`src/rtl/ssp_pkg.sv`:
```
package ssp_pkg;

    localparam int DATA_W        = 16;
    localparam int FIFO_DEPTH_DEF = 8;

    // word index = byte address [4:2]
    localparam logic [2:0] IDX_CTRL0 = 3'd0;
    localparam logic [2:0] IDX_CTRL1 = 3'd1;
    localparam logic [2:0] IDX_DATA  = 3'd2;
    localparam logic [2:0] IDX_STAT  = 3'd3;
    localparam logic [2:0] IDX_PRE   = 3'd4;
    localparam logic [2:0] IDX_IDENT = 3'd5;

    typedef struct packed {
        logic [7:0] rate;
        logic       cpol;   // bit 7
        logic       cpha;   // bit 6
        logic [3:0] size;   // bits per frame minus one
    } ctrl0_t;

    typedef struct packed {
        logic sod;
        logic ms;
        logic en;
        logic lbm;
        logic rorie;
        logic tie;
        logic rie;
    } ctrl1_t;

    typedef enum logic [1:0] {ENG_IDLE, ENG_SHIFT, ENG_DONE} eng_state_t;

    function automatic logic [4:0] frame_bits(input logic [3:0] sz);
        return (sz < 4'd3) ? 5'd4 : ({1'b0, sz} + 5'd1);
    endfunction

    function automatic logic [DATA_W-1:0] frame_mask(input logic [4:0] n);
        logic [DATA_W-1:0] m;
        m = '0;
        for (int i = 0; i < DATA_W; i++)
            if (i < int'(n)) m[i] = 1'b1;
        return m;
    endfunction

    function automatic logic [15:0] half_period(input logic [7:0] pre, input logic [7:0] rate);
        logic [6:0] hp;
        hp = (pre[7:1] == 7'd0) ? 7'd1 : pre[7:1];
        return 16'(hp) * (16'(rate) + 16'd1);
    endfunction

endpackage

```
`src/rtl/ssp_fifo.sv`:
```
module ssp_fifo #(
    parameter int W     = 16,
    parameter int DEPTH = 8,
    localparam int PW   = $clog2(DEPTH),
    localparam int CW   = $clog2(DEPTH + 1)
) (
    input  logic          clk,
    input  logic          rst,
    input  logic          push,
    input  logic [W-1:0]  wdata,
    input  logic          pop,
    output logic [W-1:0]  rdata,
    output logic [CW-1:0] count,
    output logic          full,
    output logic          empty
);
    logic [W-1:0]  mem [DEPTH];
    logic [PW-1:0] wp, rp;
    logic [CW-1:0] cnt;
    logic          do_push, do_pop;

    assign full    = (cnt == CW'(DEPTH));
    assign empty   = (cnt == '0);
    assign do_push = push && !full;
    assign do_pop  = pop && !empty;
    assign rdata   = mem[rp];
    assign count   = cnt;

    always_ff @(posedge clk) begin
        if (do_push) mem[wp] <= wdata;
    end

    always_ff @(posedge clk) begin
        if (rst) begin
            wp  <= '0;
            rp  <= '0;
            cnt <= '0;
        end else begin
            if (do_push) wp <= wp + PW'(1);
            if (do_pop)  rp <= rp + PW'(1);
            cnt <= cnt + CW'(do_push) - CW'(do_pop);
        end
    end
endmodule

```
`src/rtl/ssp_shifter.sv`:
```
module ssp_shifter
    import ssp_pkg::*;
#(
    parameter int DW = DATA_W
) (
    input  logic          clk,
    input  logic          rst,
    input  logic          en,
    input  logic          cpol,
    input  logic          cpha,
    input  logic [4:0]    nbits,
    input  logic [15:0]   half,
    input  logic          start,
    input  logic [DW-1:0] tx_frame,
    input  logic          din,
    output logic          sck,
    output logic          dout,
    output logic          busy,
    output logic          idle,
    output logic          rx_valid,
    output logic [DW-1:0] rx_frame
);
    eng_state_t    st;
    logic [15:0]   hcnt;
    logic [5:0]    edg;
    logic [5:0]    last_edg;
    logic          ph;
    logic [DW-1:0] txs, rxs;

    assign last_edg = {nbits, 1'b0} - 6'd1;
    assign sck      = ph ^ cpol;
    assign dout     = txs[4'(nbits - 5'd1)];
    assign busy     = (st != ENG_IDLE);
    assign idle     = (st == ENG_IDLE);
    assign rx_valid = (st == ENG_DONE);
    assign rx_frame = rxs;

    always_ff @(posedge clk) begin
        if (rst || !en) begin
            st   <= ENG_IDLE;
            hcnt <= '0;
            edg  <= '0;
            ph   <= 1'b0;
            txs  <= '0;
            rxs  <= '0;
        end else begin
            case (st)
                ENG_IDLE: if (start) begin
                    txs  <= tx_frame;
                    rxs  <= '0;
                    hcnt <= '0;
                    edg  <= '0;
                    st   <= ENG_SHIFT;
                end
                ENG_SHIFT: begin
                    if (hcnt == half - 16'd1) begin
                        hcnt <= '0;
                        ph   <= ~ph;
                        edg  <= edg + 6'd1;
                        if (edg[0] == cpha)
                            rxs <= {rxs[DW-2:0], din};
                        else if (!(cpha && edg == 6'd0))
                            txs <= {txs[DW-2:0], 1'b0};
                        if (edg == last_edg) st <= ENG_DONE;
                    end else begin
                        hcnt <= hcnt + 16'd1;
                    end
                end
                default: st <= ENG_IDLE;
            endcase
        end
    end
endmodule

```
`src/rtl/ssp_top.sv`:
```
module ssp_top
    import ssp_pkg::*;
#(
    parameter int FIFO_DEPTH = FIFO_DEPTH_DEF,
    localparam int CW = $clog2(FIFO_DEPTH + 1)
) (
    input  logic        clk,
    input  logic        rst,
    input  logic        bus_sel,
    input  logic        bus_wr,
    input  logic [4:0]  bus_addr,
    input  logic [15:0] bus_wdata,
    output logic [15:0] bus_rdata,
    output logic        spi_sck,
    output logic        spi_mosi,
    input  logic        spi_miso,
    output logic        irq
);
    ctrl0_t      c0_q;
    ctrl1_t      c1_q;
    logic [7:0]  pre_q;
    logic        ror_q;

    logic        acc, wr, rd;
    logic [2:0]  widx;
    logic [4:0]  nbits;
    logic [15:0] fmask, half;

    logic        tx_full, tx_empty, rx_full, rx_empty;
    logic [CW-1:0] tx_cnt, rx_cnt;
    logic [15:0] tx_head, rx_head, rx_frame;
    logic        eng_busy, eng_idle, rx_valid, dout, din, start;
    logic        rx_int, tx_int, ror_int, ror_set, clr_wr;

    assign acc   = bus_sel && (bus_addr[1:0] == 2'b00);
    assign wr    = acc && bus_wr;
    assign rd    = acc && !bus_wr;
    assign widx  = bus_addr[4:2];
    assign nbits = frame_bits(c0_q.size);
    assign fmask = frame_mask(nbits);
    assign half  = half_period(pre_q, c0_q.rate);
    assign start = c1_q.en && !tx_empty && eng_idle;
    assign din   = c1_q.lbm ? dout : spi_miso;

    assign ror_set = rx_valid && rx_full;
    assign clr_wr  = wr && (widx == IDX_IDENT);

    ssp_fifo #(.W(DATA_W), .DEPTH(FIFO_DEPTH)) u_txq (
        .clk(clk), .rst(rst),
        .push(wr && widx == IDX_DATA), .wdata(bus_wdata & fmask),
        .pop(start), .rdata(tx_head),
        .count(tx_cnt), .full(tx_full), .empty(tx_empty)
    );

    ssp_fifo #(.W(DATA_W), .DEPTH(FIFO_DEPTH)) u_rxq (
        .clk(clk), .rst(rst),
        .push(rx_valid), .wdata(rx_frame & fmask),
        .pop(rd && widx == IDX_DATA), .rdata(rx_head),
        .count(rx_cnt), .full(rx_full), .empty(rx_empty)
    );

    ssp_shifter #(.DW(DATA_W)) u_eng (
        .clk(clk), .rst(rst), .en(c1_q.en),
        .cpol(c0_q.cpol), .cpha(c0_q.cpha), .nbits(nbits), .half(half),
        .start(start), .tx_frame(tx_head), .din(din),
        .sck(spi_sck), .dout(dout), .busy(eng_busy), .idle(eng_idle),
        .rx_valid(rx_valid), .rx_frame(rx_frame)
    );

    assign spi_mosi = dout;

    assign rx_int  = c1_q.rie   && (rx_cnt >= CW'(FIFO_DEPTH / 2));
    assign tx_int  = c1_q.tie   && (tx_cnt <= CW'(FIFO_DEPTH / 2));
    assign ror_int = c1_q.rorie && ror_q;
    assign irq     = rx_int || tx_int || ror_int;

    always_ff @(posedge clk) begin
        if (rst) begin
            c0_q  <= '0;
            c1_q  <= '0;
            pre_q <= '0;
            ror_q <= 1'b0;
        end else begin
            if (wr) begin
                case (widx)
                    IDX_CTRL0: c0_q  <= '{rate: bus_wdata[15:8], cpol: bus_wdata[7],
                                          cpha: bus_wdata[6], size: bus_wdata[3:0]};
                    IDX_CTRL1: c1_q  <= ctrl1_t'(bus_wdata[6:0]);
                    IDX_PRE:   pre_q <= bus_wdata[7:0];
                    default: ;
                endcase
            end
            if (ror_set)     ror_q <= 1'b1;
            else if (clr_wr) ror_q <= 1'b0;
        end
    end

    always_comb begin
        case (widx)
            IDX_CTRL0: bus_rdata = {c0_q.rate, c0_q.cpol, c0_q.cpha, 2'b00, c0_q.size};
            IDX_CTRL1: bus_rdata = {9'd0, c1_q};
            IDX_DATA:  bus_rdata = rx_empty ? 16'd0 : rx_head;
            IDX_STAT:  bus_rdata = {11'd0, eng_busy || !tx_empty, rx_full, !rx_empty,
                                    !tx_full, tx_empty};
            IDX_PRE:   bus_rdata = {8'd0, pre_q};
            IDX_IDENT: bus_rdata = {13'd0, ror_int, tx_int, rx_int};
            default:   bus_rdata = 16'd0;
        endcase
    end
endmodule

```
`config.mk`:
```
export PLATFORM = sky130hd
export DESIGN_NAME = ssp_top
export DESIGN_NICKNAME = d
export VERILOG_FILES = /design/src/rtl/ssp_pkg.sv /design/src/rtl/ssp_fifo.sv /design/src/rtl/ssp_shifter.sv /design/src/rtl/ssp_top.sv
export SDC_FILE = /design/constraint.sdc
export NUM_CORES = 1
export LEC_CHECK = 0
export BUFFER_PORTS_ARGS = -buffer_cell sky130_fd_sc_hd__buf_4
export CAP_MARGIN = 0
export CORE_ASPECT_RATIO = 1.75
export CORE_MARGIN = 5
export CORE_UTILIZATION = 35
export CTS_CLUSTER_DIAMETER = 100
export DETAILED_ROUTE_END_ITERATION = 7
export SLEW_MARGIN = 20
export SYNTH_ARGS = -nofsm -noshare
export SYNTH_HDL_FRONTEND = slang
export SYNTH_HIERARCHICAL = 1
export SYNTH_SLANG_ARGS = --single-unit
```
`constraint.sdc`:
```
create_clock -name clk -period 8.65 [get_ports clk]
set_input_delay 0 -clock clk [delete_from_list [all_inputs] [get_ports clk]]
set_output_delay 0 -clock clk [all_outputs]
set_load 0.01 [all_outputs]
```
==> impl_metrics.yaml <==
worst_setup_path:
  r2r_cells: 25
  r2r-end: "u_eng/rx_frame[13]$_SDFFE_PP0P_"
  start_kind: "flop"
  required_ps: 9090
  crit_type: "reg2reg"
  rrSetupSlack_ps: 610
  worstSetupEndpointType: "flop"
  r2r-start: "c0_q[6]$_SDFFE_PP0P_"
  cp_max_fo: 16
  worstPathArrival_ps: 8470
  crit_path_end: "u_eng/rx_frame[13]$_SDFFE_PP0P_"
  critPathLaunch: "c0_q[6]$_SDFFE_PP0P_"
cts:
  clock-sinks: 369
  numCtsBuffers: 35
  cts_resized: 0
  clk_latency_ps: 530
  cts_tree: "built"
  cts_setup_buffers: 0
  cts_max_path_buffers: 3
  holdBufCountCts: 23
  path_clk_slew_ps: 70
  cts_root_buffer: "clkbuf_16"
  h-tree-depth: 2
sta:
  post-route-min-period_ps: 8040
  finClkSkew_ps: 16.5
  timing.setup.tns_ps: 0
  fin_ws_ps: 612
  fin_crit_sh_pct: 92.9
  worst_pin_slew_ps: 1010
  hold_viol: 0
  rsz0062_at_grt: "no"
  setup_viol: 0
  fmax_ghz: 0.124
  slew_headroom_pct: 32.6
  drv_slew: 0
place:
  pre_cts_ws_ps: 691
  portBuffers: 44
  globalplace.congestion: 0.849
  dp_hpwl_um: 34300
yosys:
  postSynthAreaPerCell_um2: 12.6
  netlist.area_leader.share_pct: 40.0
  syn_area_mm2: 0.0192
  ys_ff_latch: 369
  yosysTopAreaCell: "edfxtp_1"
  ys_seq_area_share_pct: 51.7
  syn-num-nets: 1649
  synthArstFlopShare_pct: 0
  syn_inst: 1532
  ys.flop_type: "edfxtp_1"
  synth.top_cells.by_area: "edfxtp_1, dfxtp_1, mux4_1"
  synth_edf_count: 256
  synth_cell_types: 77
  ys_warn_count: 6
route:
  wl_per_cell_um: 20.8
  totalWireLength_um: 47900
  drc: 0
  first_pass_iters: 5
  vias: 12600
  drt-initial-drc-count: 618
  via_per_inst: 5.47
  ant_nets: 0
floorplanning:
  start_util_pct: 35.3
  io_pins: 45
  fp.coreArea_mm2: 0.0544
  chipWidth_um: 187
  rows: 113
  die_h_um: 320
  dieArea_mm2: 0.0599
finish:
  num-nets-final: 1699
  layout_commonest_cell: "edfxtp_1"
  drive_above_1_share_pct: 13.4
  area.growth.synth_to_final_pct: 13.1
  final_cell_mix: "edfxtp_1, nand2_1, dfxtp_1, nor2_1, buf_4"
grt:
  overflow: 0
  grt_use_total_pct: 15.7
  grt_max_degree: 63
  antenna_found_initial: 2
  first_global_vias: 13100
  grt_pass1_wl_um: 74600
outcome:
  status: "complete, no violations"
worst_hold_path:
  hp-class: "in2reg"
pwr:
  p_leak_nw: 7.27
  vdd_drop_max_mv: 0.183
  power.density_mw_per_mm2: 166
run:
  cap_violations: 0
## cells in the mapped netlist, drive strengths merged, types with 9 or more instances
| cell | number |
|---|---|
| and2 | 38 |
| nor3 | 18 |
| dfxtp | 113 |
| nor4bb | 16 |
| a31oi | 20 |
| inv | 69 |
| a22o | 9 |
| buf | 31 |
| mux2 | 41 |
| a21oi | 59 |
| o21ai | 31 |
| nand2b | 29 |
| ha | 55 |
| nand4 | 23 |
| clkbuf | 54 |
| and3 | 26 |
| mux2i | 40 |
| nand2 | 120 |
| nor2 | 83 |
| xor2 | 28 |
| nor4 | 14 |
| nand3 | 48 |
| a211oi | 20 |
| edfxtp | 256 |
| or3 | 20 |
| xnor2 | 31 |
| nor2b | 48 |
| fa | 36 |
| mux4 | 69 |
## worst max-delay path, cell delays in order, from the launching register on
cell	delay, ps
dfxtp_1	540
ha_1	250
nand3_1	120
nor2_1	180
xor2_1	440
and2_1	220
fa_1	440
fa_1	490
fa_1	550
inv_1	60
fa_1	530
inv_1	40
ha_1	380
and4_1	210
nand2_1	60
o221a_1	280
a21boi_1	240
nor2_1	80
xnor2_1	160
or4_1	560
nor4_1	330
xor2_1	110
a221oi_1	560
nor4_4	140
o211ai_4	670
mux2i_1	290
## sequential cells by signal (all words and copies together) (netlist names), named ones only
register,cells
u_eng/hcnt,16
u_eng/ph,1
u_txq/mem,128
u_rxq/mem,128
ror_q,1
u_eng/rx_frame,16
u_eng/edg,6
u_eng/st,2
u_rxq/count,4
u_rxq/wp,3
c0_q,14
c1_q,7
u_txq/count,4
u_rxq/rp,3
pre_q,8
u_eng/txs,16
u_txq/rp,3
u_txq/wp,3
## through the flow
stage                     std cells  area [um^2]  hold slack, ps  total power [mW]  util, %
after global routing           2299        21800            94.6              3.71     40.0
after global placement         2212        20300             281              2.00     37.3
after CTS                      2297        21800            32.2              3.64     40.0
after floorplan                1532        19200             136              1.96        -
final                          2299        21800            63.8              3.60     40.0
after detailed placement       2212        20300             281              2.00     37.3
## layout make-up
class | instances | area, um^2
Clock inverter | 18 | 233
Antenna cell | 2 | 5.00
Multi-Input combinational cell | 1009 | 8670
Inverter | 69 | 259
Sequential cell | 369 | 9950
Fill cell | 5035 | 32700
Timing Repair Buffer | 98 | 793
Tap cell | 690 | 863
Clock buffer | 44 | 983
## logic make-up after synthesis
kind of cell	count (synthesis)	synth area share, %
XOR/XNOR	59	2.69
flip-flops	369	51.7
AO/OA/AOI/OAI	193	6.64
multiplexers	150	13.7
AND/OR/NAND/NOR	516	14.5
adder cells (fa/ha/maj)	91	7.32
buffers and inverters	154	3.47
## where the power goes
group          internal [mW]  leakage [nW]  switching [mW]  total [mW]
registers               1.87          2.93         0.00146        1.87
logic                 0.0320          3.75          0.0671      0.0991
clock network          0.963         0.594           0.672        1.64
total                   2.86          7.27           0.741        3.60
## metal layers
| layer | global-route usage, % | up-vias | wire length (um) |
|---|---|---|---|
| met3 | 1.73 | 125 | 1700 |
| met5 | 0 | - | 0 |
| met4 | 7.55 | 0 | 2380 |
| met1 | 17.1 | 6336 | 17800 |
| li1 | - | 5810 | - |
| met2 | 30.1 | 304 | 26000 |
## worst min-delay path by stage
stage / cells after the start / startpoint / endpoint
after CTS: 6 / bus_addr[0] / flop
after floorplan: 2 / bus_wdata[6] / c0_q[4]$_SDFFE_PP0P_
final: 6 / bus_addr[0] / flop
after detailed placement: 3 / bus_wdata[7] / pre_q[7]$_SDFFE_PP0P_
after global routing: 6 / bus_addr[0] / u_rxq/rp[2]$_SDFFE_PP0P_
after global placement: 3 / bus_wdata[7] / pre_q[7]$_SDFFE_PP0P_
(Power assumes the default switching activity.)
